**src/rtl/ptimer_pkg.sv**
```systemverilog
package ptimer_pkg;
  localparam int BYTE_W = 8;
  localparam int ADDR_W = 3;
  localparam int FLD_W  = 2;

  localparam logic [ADDR_W-1:0] ADDR_CMD    = 3'b000;
  localparam logic [ADDR_W-1:0] ADDR_CNT_LO = 3'b100;
  localparam logic [ADDR_W-1:0] ADDR_CNT_HI = 3'b101;

  typedef enum logic [FLD_W-1:0] {
    CMD_NOP   = 2'b00,
    CMD_HALT  = 2'b01,
    CMD_DRAIN = 2'b10,
    CMD_START = 2'b11
  } cmd_e;

  // bit 0: repeat, bit 1: pulse shape
  typedef enum logic [FLD_W-1:0] {
    WAVE_SQ_ONCE = 2'b00,
    WAVE_SQ_LOOP = 2'b01,
    WAVE_PL_ONCE = 2'b10,
    WAVE_PL_LOOP = 2'b11
  } wave_e;
endpackage

```
**src/rtl/ptimer_regs.sv**
```systemverilog
module ptimer_regs
  import ptimer_pkg::*;
#(
  parameter int CNT_W = 14
) (
  input  logic              clk,
  input  logic              rst_n,
  input  logic              wr_en,
  input  logic [ADDR_W-1:0] addr,
  input  logic [BYTE_W-1:0] wdata,
  output logic [CNT_W-1:0]  tc_reg,
  output wave_e             wave_reg,
  output logic              cmd_vld,
  output cmd_e              cmd
);
  localparam int HI_W = CNT_W - BYTE_W;

  logic [BYTE_W-1:0] lo_q, hi_q;

  always_ff @(posedge clk) begin
    if (!rst_n) begin
      lo_q <= '0;
      hi_q <= '0;
    end else if (wr_en) begin
      if (addr == ADDR_CNT_LO) lo_q <= wdata;
      if (addr == ADDR_CNT_HI) hi_q <= wdata;
    end
  end

  // upper count bits sit below the mode field in the high byte
  assign tc_reg   = {hi_q[HI_W-1:0], lo_q};
  assign wave_reg = wave_e'(hi_q[BYTE_W-1 -: FLD_W]);
  assign cmd_vld  = wr_en && (addr == ADDR_CMD);
  assign cmd      = cmd_e'(wdata[BYTE_W-1 -: FLD_W]);
endmodule

```
**src/rtl/ptimer_core.sv**
```systemverilog
module ptimer_core
  import ptimer_pkg::*;
#(
  parameter int CNT_W  = 14,
  parameter int MIN_TC = 2
) (
  input  logic             clk,
  input  logic             rst_n,
  input  logic             tick,
  input  logic [CNT_W-1:0] tc_reg,
  input  wave_e            wave_reg,
  input  logic             cmd_vld,
  input  cmd_e             cmd,
  output logic             running,
  output logic [CNT_W-1:0] cnt,
  output logic [CNT_W-1:0] cur_tc,
  output wave_e            cur_mode
);
  localparam logic [CNT_W-1:0] TC_FLOOR = CNT_W'(MIN_TC);
  localparam logic [CNT_W-1:0] ONE      = CNT_W'(1);

  logic [CNT_W-1:0] tc_eff;
  logic reload_pend, stop_pend;
  logic start_now, halt_now, drain_now, at_tc, do_reload, do_stop;

  assign tc_eff    = (tc_reg < TC_FLOOR) ? TC_FLOOR : tc_reg;
  assign start_now = cmd_vld && (cmd == CMD_START);
  assign halt_now  = cmd_vld && (cmd == CMD_HALT);
  assign drain_now = cmd_vld && (cmd == CMD_DRAIN);
  assign at_tc     = running && tick && (cnt == ONE);
  // a command in the terminal-count cycle overrides older pending ones
  assign do_reload = start_now || (reload_pend && !drain_now);
  assign do_stop   = drain_now || (stop_pend && !start_now);

  always_ff @(posedge clk) begin
    if (!rst_n) begin
      running     <= 1'b0;
      cnt         <= '0;
      cur_tc      <= TC_FLOOR;
      cur_mode    <= WAVE_SQ_ONCE;
      reload_pend <= 1'b0;
      stop_pend   <= 1'b0;
    end else if (halt_now) begin
      running     <= 1'b0;
      reload_pend <= 1'b0;
      stop_pend   <= 1'b0;
    end else if (!running) begin
      if (start_now) begin
        running  <= 1'b1;
        cur_tc   <= tc_eff;
        cur_mode <= wave_reg;
        cnt      <= tc_eff;
      end
    end else if (at_tc) begin
      reload_pend <= 1'b0;
      stop_pend   <= 1'b0;
      if (do_reload) begin
        cur_tc   <= tc_eff;
        cur_mode <= wave_reg;
        cnt      <= tc_eff;
      end else if (do_stop || !cur_mode[0]) begin
        running <= 1'b0;
      end else begin
        cnt <= cur_tc;
      end
    end else begin
      if (tick) cnt <= cnt - ONE;
      if (start_now) begin
        reload_pend <= 1'b1;
        stop_pend   <= 1'b0;
      end
      if (drain_now) begin
        stop_pend   <= 1'b1;
        reload_pend <= 1'b0;
      end
    end
  end
endmodule

```
**src/rtl/ptimer_wave.sv**
```systemverilog
module ptimer_wave
  import ptimer_pkg::*;
#(
  parameter int CNT_W = 14
) (
  input  logic             running,
  input  wave_e            mode,
  input  logic [CNT_W-1:0] cnt,
  input  logic [CNT_W-1:0] cur_tc,
  output logic             wave_out
);
  localparam logic [CNT_W-1:0] ONE = CNT_W'(1);

  logic [CNT_W-1:0] low_span;
  assign low_span = cur_tc >> 1;

  always_comb begin
    if (!running)     wave_out = 1'b1;
    else if (mode[1]) wave_out = (cnt != ONE);        // low on the TC-th tick
    else              wave_out = (cnt > low_span);    // longer half first
  end
endmodule

```
**src/rtl/ptimer14.sv**
```systemverilog
module ptimer14
  import ptimer_pkg::*;
#(
  parameter int CNT_W = 14
) (
  input  logic              clk,
  input  logic              rst_n,
  input  logic              tick,
  input  logic              wr_en,
  input  logic [ADDR_W-1:0] addr,
  input  logic [BYTE_W-1:0] wdata,
  output logic              tmr_out
);
  logic [CNT_W-1:0] tc_reg, cnt, cur_tc;
  wave_e            wave_reg, cur_mode;
  logic             cmd_vld, running;
  cmd_e             cmd;

  ptimer_regs #(.CNT_W(CNT_W)) u_regs (
    .clk(clk), .rst_n(rst_n), .wr_en(wr_en), .addr(addr), .wdata(wdata),
    .tc_reg(tc_reg), .wave_reg(wave_reg), .cmd_vld(cmd_vld), .cmd(cmd)
  );

  ptimer_core #(.CNT_W(CNT_W), .MIN_TC(2)) u_core (
    .clk(clk), .rst_n(rst_n), .tick(tick), .tc_reg(tc_reg), .wave_reg(wave_reg),
    .cmd_vld(cmd_vld), .cmd(cmd), .running(running), .cnt(cnt),
    .cur_tc(cur_tc), .cur_mode(cur_mode)
  );

  ptimer_wave #(.CNT_W(CNT_W)) u_wave (
    .running(running), .mode(cur_mode), .cnt(cnt), .cur_tc(cur_tc),
    .wave_out(tmr_out)
  );
endmodule

```
**config.mk**
```make
export PLATFORM = sky130hd
export DESIGN_NAME = ptimer14
export DESIGN_NICKNAME = d
export VERILOG_FILES = /design/src/rtl/ptimer_pkg.sv /design/src/rtl/ptimer_regs.sv /design/src/rtl/ptimer_core.sv /design/src/rtl/ptimer_wave.sv /design/src/rtl/ptimer14.sv
export SDC_FILE = /design/constraint.sdc
export NUM_CORES = 1
export LEC_CHECK = 0
export BUFFER_PORTS_ARGS = -buffer_cell sky130_fd_sc_hd__clkbuf_2
export CAP_MARGIN = 5
export CORE_AREA = 2 2 94 96
export CTS_BUF_LIST = sky130_fd_sc_hd__clkbuf_16
export DETAILED_ROUTE_END_ITERATION = 8
export DIE_AREA = 0 0 96 98
export GPL_TIMING_DRIVEN = 0
export PLACE_DENSITY = 0.58
export REMOVE_ABC_BUFFERS = 1
export SLEW_MARGIN = 20
export SYNTH_ARGS = -nofsm -noshare
export SYNTH_HDL_FRONTEND = slang
export SYNTH_SLANG_ARGS = --single-unit
```
**constraint.sdc**
```tcl
create_clock -name clk -period 2 [get_ports clk]
set_input_delay 0.4 -clock clk [delete_from_list [all_inputs] [get_ports clk]]
set_output_delay 0.4 -clock clk [all_outputs]
set_load 0.005 [all_outputs]
```
Word-level counts from Yosys, hierarchy flattened
Cells that the tools add are included.
{"block": "totals", "ff_bits": 49, "latchBits": 0, "ram_bits": 0, "rom_bits": 0, "in_bits": 15, "output_inout_bits": 1, "word_cells": 74, "n_memories": 0}
{"block": "classes", "addsub": 1, "multipliers": 0, "n_div": 0, "n_lt_le_gt_ge": 2, "eq_ne": 11, "n_shift": 0, "n_mux": 27, "n_bitwise": 2, "reduce_logical": 23}
{"op": "two-way mux 14 bit", "count": 10}
{"op": "== test 14 x 1 -> 1 bit (second input constant)", "count": 1}
{"op": "> comparator 14 x 13 -> 1 bit", "count": 1}
{"op": "< comparator 14 x 2 -> 1 bit (second input constant)", "count": 1}
{"op": "inequality test 14 x 1 -> 1 bit (second input constant)", "count": 1}
{"op": "subtractor 14 x 1 -> 14 bit (second input constant)", "count": 1}
{"op": "two-way mux 1 bit", "count": 13}
{"op": "logical AND 1 bit", "count": 8}
{"op": "two-way mux 2 bit", "count": 4}
{"op": "AND reduction 4 bit", "count": 2}
{"op": "== test 3 bit (second input constant)", "count": 2}
{"op": "AND reduction 2 bit", "count": 3}
{"op": "== test 2 bit (second input constant)", "count": 2}
{"op": "inequality test 2 bit (second input constant)", "count": 2}
{"op": "inequality test 4 bit (second input constant)", "count": 1}
{"op": "zero test 1 bit", "count": 3}
{"op": "zero test 3 bit", "count": 1}
{"op": "logical OR 1 bit", "count": 3}
{"op": "inequality test 3 bit (second input constant)", "count": 1}
{"op": "nonzero test 3 bit", "count": 1}
{"op": "== test 2 x 1 -> 1 bit (second input constant)", "count": 1}
{"op": "inverter 1 bit", "count": 2}
{"op": "nonzero test 2 bit", "count": 1}
{"op": "OR reduction 2 bit", "count": 1}

Logic depth before layout (Yosys ltp)
Gate-level depths: netlist of the first run.
{"block": "depth", "ltp_word": 11, "depth_mapped": 9, "ltp_nobuf": 8}

Hierarchy
A second synthesis of the first run with hierarchy kept.
{"block": "hier_totals", "cells_unflattened": 372, "area_unflattened_um2": 3007.9}
{"module": "ptimer_core", "n_inst": 1, "cells_per_inst": 258, "area_each_um2": 1969.4, "seq_area_each_um2": 660.6}
{"module": "ptimer_regs", "n_inst": 1, "cells_per_inst": 65, "area_each_um2": 648.1, "seq_area_each_um2": 320.3}
{"module": "ptimer_wave", "n_inst": 1, "cells_per_inst": 49, "area_each_um2": 390.4, "seq_area_each_um2": 0.0}

Worst setup path before layout of the first run
OpenSTA, ideal clock, no wires.
{"block": "synth_timing", "path_kind": "register to output", "from": "register u_core.cnt[1]", "to": "output tmr_out", "t_arrival_ps": 1664, "required_ps": 1600, "path_slack_ps": -64, "stages_incl_launch_ff": 8, "path_buffers": 0, "path_cell_list": "dfxtp_1 -> ha_1 -> nor2b_1 -> o21a_1 -> o21a_1 -> o21a_1 -> o311ai_0 -> nand4_1"}
{"block": "synth_between", "elab_chain_cells": 3, "word_cells_on_any_way": 4, "classes_between": "1 x order compare; 1 x eq/ne; 2 x mux"}
{"item": "start: declaration", "line": "ptimer_core.sv:15", "source": "output logic [CNT_W-1:0] cnt,"}
{"item": "start signal: assignment", "line": "ptimer_core.sv:52", "source": "cnt <= tc_eff;"}
{"item": "start signal: assignment", "line": "ptimer_core.sv:60", "source": "cnt <= tc_eff;"}
{"item": "start signal: assignment", "line": "ptimer_core.sv:64", "source": "cnt <= cur_tc;"}
{"item": "> comparator 14 x 13 -> 1 bit / inequality test 14 x 1 -> 1 bit (equally long branches)", "line": "ptimer_wave.sv:20, ptimer_wave.sv:19"}
{"item": "two-way mux 1 bit (*)", "line": "ptimer_wave.sv:19", "source": "else if (mode[1]) wave_out = (cnt != ONE);"}
{"item": "two-way mux 1 bit (*)", "line": "ptimer_wave.sv:18", "source": "if (!running) wave_out = 1'b1;"}
{"item": "end: declaration", "line": "ptimer14.sv:12", "source": "output logic tmr_out"}
Mark *: on every way between the ends. The rest lies on a longest branch, timed or not.

Worst setup path in the final report of the first run
{"block": "layout_timing", "from": "register u_core.cur_tc[2]", "to": "output tmr_out"}
{"block": "layout_between", "elab_chain_cells": 3}
{"item": "start: declaration", "line": "ptimer_core.sv:16", "source": "output logic [CNT_W-1:0] cur_tc,"}
{"item": "start signal: assignment", "line": "ptimer_core.sv:50", "source": "cur_tc <= tc_eff;"}
{"item": "start signal: assignment", "line": "ptimer_core.sv:58", "source": "cur_tc <= tc_eff;"}
{"item": "> comparator 14 x 13 -> 1 bit", "line": "ptimer_wave.sv:20", "source": "else wave_out = (cnt > low_span);"}
{"item": "two-way mux 1 bit", "line": "ptimer_wave.sv:19"}
{"item": "two-way mux 1 bit", "line": "ptimer_wave.sv:18"}
No other way between the ends.

==> flow_metrics.env, run 1 <==
export IMPL_setup_slack_ps=-416
export IMPL_ys_types=61
export IMPL_leakagePower_uw=0.00127
export IMPL_pre_cts_slack_ps=-920
export IMPL_overflow=0
export IMPL_tightest_slew_ps=1000
export IMPL_setup_viol=31
export IMPL_arrival_ps=2020
export IMPL_worstPathMaxFanout=3
export IMPL_num_vias=2912
export IMPL_vdd_drop_max_mv=0.350
export IMPL_syn_area_per_cell_sq_um=7.84
export IMPL_fin_crit_ps=2420
export IMPL_period_share=1.21
export IMPL_synthTopCellsByCount="nand2_1, dfxtp_1, a21oi_1"
export IMPL_dieArea_sq_mm=0.00941
export IMPL_grt_pass1_wl_um=14300
export IMPL_place_congestion=0.862
export IMPL_cts_buffer_depth=2
export IMPL_power_density_mw_per_mm2=648
export IMPL_hold_viol_final=0
export IMPL_holdPathStages=3
export IMPL_rows=34
export IMPL_clk_latency_ps=290
export IMPL_cp_end_kind="primary output"
export IMPL_drtIter0Drc=272
export IMPL_holdWs_ps=347
export IMPL_netlist_area_leader_share=0.341
export IMPL_r2r_worst_path_cells=6
export IMPL_numCtsBuffers=5
export IMPL_chipWidth_um=96
export IMPL_violations="negative setup slack"
export IMPL_drt_pre_antenna_iters=5
export IMPL_crit_path_cell_trace="inv_2 > ha_4 > nor2b_1 > o21a_1 > o21a_1 > o21a_1 > o311ai_2 > nand4_1 > buf_2"
export IMPL_cp_common_cell="o21a_1"
export IMPL_total_power_uw=2320
export IMPL_synth_most_common_cell="nand2_1"
export IMPL_maxCapViolCount=0
export IMPL_required_ps=1600
export IMPL_vias_per_cell=5.81
export IMPL_yosysWarnings=0
export IMPL_clock_sinks=49
export IMPL_drive_gt1_frac=0.244
export IMPL_antenna_found_initial=0
export IMPL_status="complete, but fails checks"
export IMPL_synth_edf_count=0
export IMPL_r2r_slack_ps=-180
export IMPL_seq_area_frac_synth=0.341
export IMPL_syn_instance_count=367
export IMPL_cpMaxStageDelayCell="dfxtp_2"
export IMPL_initial_core_util=0.340
export IMPL_dp_hpwl_um=5800
export IMPL_yosys_area_top_type="dfxtp_1"
export IMPL_grt_usage=0.193
export IMPL_grt_pass1_vias=2801
export IMPL_clk_pin_slew_ps=70
export IMPL_drc=0
export IMPL_num_io_pins=16
export IMPL_grt_max_degree=36
export IMPL_finClkSkew_ps=5.68
export IMPL_postRouteAntennaNets=0
export IMPL_n_antenna_cell=0
export IMPL_core_area_sq_mm=0.00847
export IMPL_synth_area_top_cells="dfxtp_1, nand2_1, a21oi_1"
export IMPL_rsz0062_at_grt="yes"
export IMPL_ys_flop_type="dfxtp_1"
export IMPL_synthesis_area_sq_mm=0.00288
export IMPL_cts_tree="built"
export IMPL_layout_nets=422
export IMPL_die_h_um=98
export IMPL_slew_headroom=0.326
export IMPL_start_kind="flop"
export IMPL_syn2layout_area_growth_pct=24.2
export IMPL_final_setup_tns_ps=-3340
export IMPL_cts_root_buf="clkbuf_16"
export IMPL_clock_fmax_mhz=414
export IMPL_maxSlewViolCount=0
export IMPL_h_tree_depth=2
export IMPL_crit_type="reg -> out"
export IMPL_ys_ff_latch=49
export IMPL_wl_per_cell_um=17.5
export IMPL_max_stage_delay_ps=360
export IMPL_wirelength_um=8750
export IMPL_async_flop_share=0
export IMPL_min_delay_path_class="in -> reg"
export IMPL_port_buffers=15
==> path summary, 6_finish.rpt <==
path                                 startpoint                         endpoint
setup / recovery  u_core.cur_tc[2]$_SDFFE_PN0P_                          tmr_out
hold / removal                         wdata[5]      u_regs.lo_q[5]$_SDFFE_PN0P_
setup reg to reg     u_core.cnt[5]$_SDFFE_PN0P_      u_core.cnt[11]$_SDFFE_PN0P_
hold reg to reg     u_regs.hi_q[7]$_SDFFE_PN0P_  u_core.cur_mode[1]$_SDFFE_PN0P_
==> cell type report <==
type | count | area (sq um)
multi-input combinational | 283 | 1940
fill | 865 | 4890
clock buffer | 5 | 125
sequential | 49 | 1000
clock inverter | 3 | 65.1
tap | 108 | 135
timing repair buffer | 32 | 228
inverter | 21 | 80.1
==> state kept, by name, indices dropped and copies added (netlist names) <==
signal,flops
u_core.cnt,14
u_core.cur_mode,2
u_core.cur_tc,14
u_core.reload_pend,1
u_core.running,1
u_core.stop_pend,1
u_regs.hi_q,8
u_regs.lo_q,8
==> metrics by stage <==
step	cell area, sq um	std cells	utilization
after detailed placement	3010	474	0.355
after floorplan	2790	351	-
after CTS	3450	498	0.407
after global placement	3000	474	0.355
final	3570	501	0.422
after global routing	3570	501	0.422
==> kinds of logic after synthesis <==
family          share of synthesized area
mux                               0.00391
xor+xnor                           0.0274
compound gates                      0.258
fa+ha+maj                          0.0652
buf+inv                            0.0561
simple gates                        0.249
flops                               0.341
==> layout by cell type (no fill, tap or decap), types with 3 or more instances in the layout <==
| master | synthesis | final |
|---|---|---|
| nor4_4 | 1 | 3 |
| o21ai_2 | 1 | 3 |
| nand4_1 | 7 | 7 |
| clkbuf_16 | 0 | 5 |
| dfxtp_4 | 0 | 3 |
| a21oi_1 | 43 | 42 |
| xnor2_1 | 7 | 7 |
| buf_4 | 0 | 15 |
| o21ai_0 | 26 | 26 |
| dfxtp_2 | 0 | 6 |
| o22ai_1 | 10 | 10 |
| ha_1 | 15 | 12 |
| a31oi_1 | 5 | 4 |
| a2bb2oi_1 | 6 | 5 |
| nor2_1 | 14 | 13 |
| nor3_2 | 1 | 5 |
| nor4_1 | 6 | 3 |
| nor3_1 | 11 | 7 |
| clkbuf_2 | 2 | 14 |
| nand2_1 | 65 | 64 |
| a211oi_1 | 3 | 3 |
| o21a_1 | 4 | 3 |
| inv_1 | 19 | 18 |
| nand3_1 | 9 | 7 |
| dfxtp_1 | 49 | 40 |
==> repair_timing <==
action / 4_1_cts / 5_1_grt
setup buffers: 15 / 2
hold buffers: 0 / 0
endpoints found under the setup margin: 31 / 31
gates cloned: 1 / 1
gates resized for setup: 28 / 25
endpoints found under the hold margin: 0 / 0
pin swaps: 8 / 3
==> metal layers <==
| layer | share of wire | track usage | routed length (um) |
|---|---|---|---|
| met1 | 0.45 | 0.269 | 3940 |
| met2 | 0.47 | 0.308 | 4120 |
| met3 | 0.060 | 0.0247 | 525 |
| met4 | 0.019 | 0.0582 | 163 |
| met5 | 0 | 0 | 0 |
==> where the power goes <==
| part | switching, uW | internal, uW |
|---|---|---|
| Clock | 369 | 714 |
| Combinational | 130 | 98.7 |
| Sequential | 19.7 | 984 |
| Total | 518 | 1800 |
==> worst max-delay path, delay by kind of cell, from the launching register on <==
kind	cells	cell delay, ps
AOI/OAI and AO/OA	4	720
DFF	1	360
and+or+nand+nor	2	230
adders and majority gates	1	210
buffers and inverters	2	200
(Power assumes the default switching activity.)
==> run 2, diff against run 1 <==
--- a/config.mk
+++ b/config.mk
@@ -8,7 +8,7 @@
 export BUFFER_PORTS_ARGS = -buffer_cell sky130_fd_sc_hd__clkbuf_2
 export CAP_MARGIN = 5
 export CORE_AREA = 2 2 94 96
-export CTS_BUF_LIST = sky130_fd_sc_hd__clkbuf_16
+export CTS_BUF_LIST = sky130_fd_sc_hd__clkbuf_8
 export DETAILED_ROUTE_END_ITERATION = 8
 export DIE_AREA = 0 0 96 98
 export GPL_TIMING_DRIVEN = 0
==> run 2 against run 1 <==
Compared with the run above: the flow still finishes with violations (negative setup slack); critical path depth is the same; combinational power shrank 6%; final cell count shrank 1.4%; wire length is essentially flat; sequential share of layout area grew 1.5 points; global-route usage grew 0.22 points; non-clock buffer count shrank 9; flip-flop and latch count is the same; sequential power is essentially flat; first-iteration DRC count grew 2.2%.
==> flow_metrics.env, run 2 (synthesis gave the netlist of run 1 again) <==
export IMPL_maxSlewViolCount=0
export IMPL_rows=34
export IMPL_dp_hpwl_um=5800
export IMPL_num_vias=2879
export IMPL_total_power_uw=2060
export IMPL_min_delay_path_class="in -> reg"
export IMPL_vdd_drop_max_mv=0.345
export IMPL_num_io_pins=16
export IMPL_finClkSkew_ps=12.0
export IMPL_setup_viol=31
export IMPL_maxCapViolCount=0
export IMPL_holdPathStages=3
export IMPL_cp_end_kind="primary output"
export IMPL_hold_viol_final=0
export IMPL_h_tree_depth=2
export IMPL_slew_headroom=0.317
export IMPL_r2r_worst_path_cells=6
export IMPL_final_cell_mix="nand2_1, a21oi_1, dfxtp_1"
export IMPL_clk_pin_slew_ps=100
export IMPL_drt_pre_antenna_iters=5
export IMPL_grt_pass1_wl_um=14400
export IMPL_arrival_ps=2050
export IMPL_setup_slack_ps=-450
export IMPL_dieArea_sq_mm=0.00941
export IMPL_drc=0
export IMPL_postRouteAntennaNets=0
export IMPL_chipWidth_um=96
export IMPL_cts_root_buf="clkbuf_8"
export IMPL_place_congestion=0.862
export IMPL_leakagePower_uw=0.00117
export IMPL_fin_crit_ps=2450
export IMPL_power_density_mw_per_mm2=609
export IMPL_start_kind="flop"
export IMPL_finish_instance_area_sq_mm=0.00339
export IMPL_overflow=0
export IMPL_r2r_slack_ps=-220
export IMPL_violations="negative setup slack"
export IMPL_layout_cells_most_common="nand2_1"
export IMPL_syn2layout_area_growth_pct=17.8
export IMPL_vias_per_cell=5.83
export IMPL_postPlaceCellArea_sq_mm=0.00301
export IMPL_cts_buffer_depth=2
export IMPL_n_antenna_cell=0
export IMPL_drive_gt1_frac=0.202
export IMPL_reg_top3="u_core.cnt x14, u_core.cur_tc x14"
export IMPL_required_ps=1600
export IMPL_min_from="wdata[5]"
export IMPL_core_area_sq_mm=0.00847
export IMPL_layout_nets=415
export IMPL_clk_latency_ps=310
export IMPL_initial_core_util=0.340
export IMPL_die_h_um=98
export IMPL_pre_cts_slack_ps=-920
export IMPL_rsz0062_at_grt="yes"
export IMPL_grt_usage=0.195
export IMPL_grt_max_degree=36
export IMPL_wl_per_cell_um=17.7
export IMPL_cts_tree="built"
export IMPL_tightest_slew_ps=1020
export IMPL_period_share=1.22
export IMPL_min_to="u_regs.lo_q[5]$_SDFFE_PN0P_"
export IMPL_postCtsHoldBufs=0
export IMPL_drtIter0Drc=278
export IMPL_clock_sinks=49
export IMPL_worstPathMaxFanout=3
export IMPL_crit_type="reg -> out"
export IMPL_grt_pass1_vias=2800
export IMPL_final_setup_tns_ps=-2980
export IMPL_r2r_start="u_core.cnt[5]$_SDFFE_PN0P_"
export IMPL_status="complete, but fails checks"
export IMPL_antenna_found_initial=0
export IMPL_port_buffers=15
export IMPL_startpoint="u_core.cur_tc[2]$_SDFFE_PN0P_"
export IMPL_clock_fmax_mhz=408
export IMPL_wirelength_um=8750
export IMPL_numCtsBuffers=5
export IMPL_r2r_end="u_core.cnt[11]$_SDFFE_PN0P_"
[run 2: stage by stage]
step / std cells / utilization / hold WS [ps]
finish: 494 / 0.400 / 318
global route: 494 / 0.400 / 342
CTS: 493 / 0.392 / 325
detailed placement: 474 / 0.355 / 444
global placement: 474 / 0.355 / 438
floorplan: 351 / - / 432
[run 2: how the worst max path moves through the flow]
stage | cells after the start | endpoint | slack, ps
after detailed placement | 5 | u_core.cur_tc[9]$_SDFFE_PN0P_ | -920
final | 9 | tmr_out | -450
after CTS | 9 | tmr_out | -520
after global placement | 5 | u_core.cur_tc[9]$_SDFFE_PN0P_ | -910
after global routing | 9 | tmr_out | -540
after floorplan | 7 | u_core.cnt[11]$_SDFFE_PN0P_ | -90
[run 2: routing by layer]
metal / part of all wire / vias to the layer above / GRT usage
li1: - / 1376 / -
met1: 0.45 / 1357 / 0.268
met2: 0.47 / 129 / 0.315
met3: 0.063 / 17 / 0.0293
met4: 0.016 / 0 / 0.0549
met5: 0 / - / 0
[run 2: critical path, cell delays in order, from the launching register on]
cell and delay [ps]:
dfxtp_2 370, inv_2 50, ha_4 210, nor2b_1 120, o21a_1 160, o21a_1 170
o21a_1 180, o311ai_2 210, nand4_1 110, buf_2 150
[run 2: area by class of cell]
class                           instances  area, sq um
Sequential cell                        49          997
Inverter                               21         80.1
Timing Repair Buffer                   23          135
Multi-Input combinational cell        285         1910
Clock buffer                            5         68.8
Clock inverter                          3         65.1
Fill cell                             897         5080
Tap cell                              108          135
[run 2: where the power goes]
part           internal (uW)  switching, uW
logic                   88.6            126
registers                983           19.8
clock network            497            349
total                   1570            495
[run 2: repair_timing]
action                     in CTS  in global routing
hold endpoints to repair        0                  0
setup endpoints to repair      31                 31
pin swaps                       8                  2
resized for setup              28                 13
gates cloned                    4                  0
buffers inserted                7                  1
==> run 3, diff against run 2 <==
--- a/config.mk
+++ b/config.mk
@@ -5,6 +5,7 @@
 export SDC_FILE = /design/constraint.sdc
 export NUM_CORES = 1
 export LEC_CHECK = 0
+export ABC_CLOCK_PERIOD_IN_PS = 2000
 export BUFFER_PORTS_ARGS = -buffer_cell sky130_fd_sc_hd__clkbuf_2
 export CAP_MARGIN = 5
 export CORE_AREA = 2 2 94 96
==> constraint.sdc (replaced) <==
create_clock -name clk -period 2 [get_ports clk]
set_input_delay 0.4 -clock clk [delete_from_list [all_inputs] [get_ports clk]]
set_output_delay 0.4 -clock clk [all_outputs]
set_load 0.01 [all_outputs]
==> run 3 against run 2 <==
Compared with the run above: the flow still finishes with violations (negative setup slack); clock-buffer cell count unchanged; critical path depth unchanged; total power rose by 0.34%; fmax fell by 0.39%; register-to-register slack better by 30 ps; sequential share of layout area is 0.59 points lower; flip-flop and latch count is the same; wire length up 1.2%; critical endpoint unchanged; highest routed layer unchanged.
==> flow_metrics.env, run 3 (synthesis gave the netlist of run 1 again) <==
export IMPL_initial_core_util=0.340
export IMPL_finClkSkew_ps=13.3
export IMPL_fill_cells=869
export IMPL_drtIter0Drc=237
export IMPL_wl_per_cell_um=17.6
export IMPL_port_buffers=15
export IMPL_fin_cells=502
export IMPL_syn2layout_area_growth_pct=20.7
export IMPL_cts_tree="built"
export IMPL_min_delay_path_class="in -> reg"
export IMPL_vdd_drop_max_mv=0.345
export IMPL_num_io_pins=16
export IMPL_violations="negative setup slack"
export IMPL_start_kind="flop"
export IMPL_final_cell_mix="nand2_1, a21oi_1, dfxtp_1"
export IMPL_grt_pass1_wl_um=14600
export IMPL_drive_gt1_frac=0.231
export IMPL_postRouteAntennaNets=0
export IMPL_cts_buffer_depth=2
export IMPL_h_tree_depth=2
export IMPL_dieArea_sq_mm=0.00941
export IMPL_leakagePower_uw=0.00123
export IMPL_wirelength_um=8860
export IMPL_period_share=1.23
export IMPL_drc=0
export IMPL_place_congestion=0.862
export IMPL_dp_cells=474
export IMPL_overflow=0
export IMPL_chipWidth_um=96
export IMPL_clk_pin_slew_ps=90
export IMPL_slew_headroom=0.321
export IMPL_pre_cts_slack_ps=-920
export IMPL_cts_root_buf="clkbuf_8"
export IMPL_num_vias=2920
export IMPL_required_ps=1600
export IMPL_reg_top3="u_core.cnt x14, u_core.cur_tc x14"
export IMPL_drt_pre_antenna_iters=6
export IMPL_fin_crit_ps=2460
export IMPL_cp_end_kind="primary output"
export IMPL_layout_nets=423
export IMPL_clk_latency_ps=310
export IMPL_power_density_mw_per_mm2=597
export IMPL_dp_hpwl_um=5800
export IMPL_core_area_sq_mm=0.00847
export IMPL_n_antenna_cell=0
export IMPL_clock_sinks=49
export IMPL_maxSlewViolCount=0
export IMPL_crit_type="reg -> out"
export IMPL_tightest_slew_ps=1010
export IMPL_total_power_uw=2070
export IMPL_clock_fmax_mhz=407
export IMPL_rows=34
export IMPL_grt_usage=0.198
export IMPL_worstPathMaxFanout=3
export IMPL_holdPathStages=3
export IMPL_r2r_worst_path_cells=6
export IMPL_rsz0062_at_grt="yes"
export IMPL_grt_pass1_vias=2878
export IMPL_postCtsHoldBufs=0
export IMPL_antenna_found_initial=0
export IMPL_die_h_um=98
export IMPL_hold_viol_final=0
export IMPL_vias_per_cell=5.82
export IMPL_status="complete, but fails checks"
export IMPL_setup_slack_ps=-460
export IMPL_numCtsBuffers=5
export IMPL_final_core_util=0.410
export IMPL_maxCapViolCount=0
export IMPL_layout_cells_most_common="nand2_1"
export IMPL_grt_max_degree=36
export IMPL_setup_viol=31
export IMPL_arrival_ps=2060
run 3: what timing repair did:
| action | in CTS | in global routing |
|---|---|---|
| cloned | 4 | 0 |
| setup buffers | 10 | 6 |
| pin swaps | 7 | 5 |
| gates resized for setup | 38 | 9 |
| setup endpoints to repair | 31 | 31 |
run 3: area by class of cell:
type | count | area (sq um) | area share
multi-input cells | 285 | 1920 | 0.554
clock inverters | 3 | 65.1 | 0.0187
well taps | 108 | 135 | 0.0389
flip-flops and latches | 49 | 1000 | 0.288
inverters | 21 | 80.1 | 0.0231
repair buffers | 31 | 199 | 0.0573
clock buffers | 5 | 68.8 | 0.0198
run 3: path summary, 6_finish.rpt:
path                                                    start                         endpoint  slack (ps)
worst max register to register     u_core.cnt[6]$_SDFFE_PN0P_      u_core.cnt[11]$_SDFFE_PN0P_        -190
worst min-delay path                                 wdata[5]      u_regs.lo_q[5]$_SDFFE_PN0P_         320
worst max-delay path            u_core.cur_tc[2]$_SDFFE_PN0P_                          tmr_out        -460
worst min register to register    u_regs.hi_q[7]$_SDFFE_PN0P_  u_core.cur_mode[1]$_SDFFE_PN0P_         450
run 3: where the power goes:
group	total [uW]	internal [uW]	switching (uW)
logic	224	95.4	129
clock network	844	497	347
registers	1000	982	19.7
run 3: through the flow:
stage | setup TNS [ps] | instance area [sq um] | hold slack [ps]
after CTS | -1870 | 3400 | 325
after floorplan | -1880 | 2790 | 432
after global placement | -25750 | 3000 | 438
after global routing | -6150 | 3470 | 342
after detailed placement | -26340 | 3010 | 444
final | -2610 | 3470 | 321
run 3: worst max-delay path, cell delays in order (launching register included):
cell      delay, ps
dfxtp_2         370
inv_2            50
ha_4            210
nor2b_1         120
o21a_1          160
o21a_1          170
o21a_1          180
o311ai_2        210
nand4_1         110
buf_2           170
run 3: metal layers:
metal / vias up / GRT usage / share of wire
li1: 1393 / - / -
met1: 1377 / 0.272 / 0.45
met2: 123 / 0.316 / 0.46
met3: 27 / 0.0270 / 0.066
met4: 0 / 0.0681 / 0.028
met5: - / 0 / 0
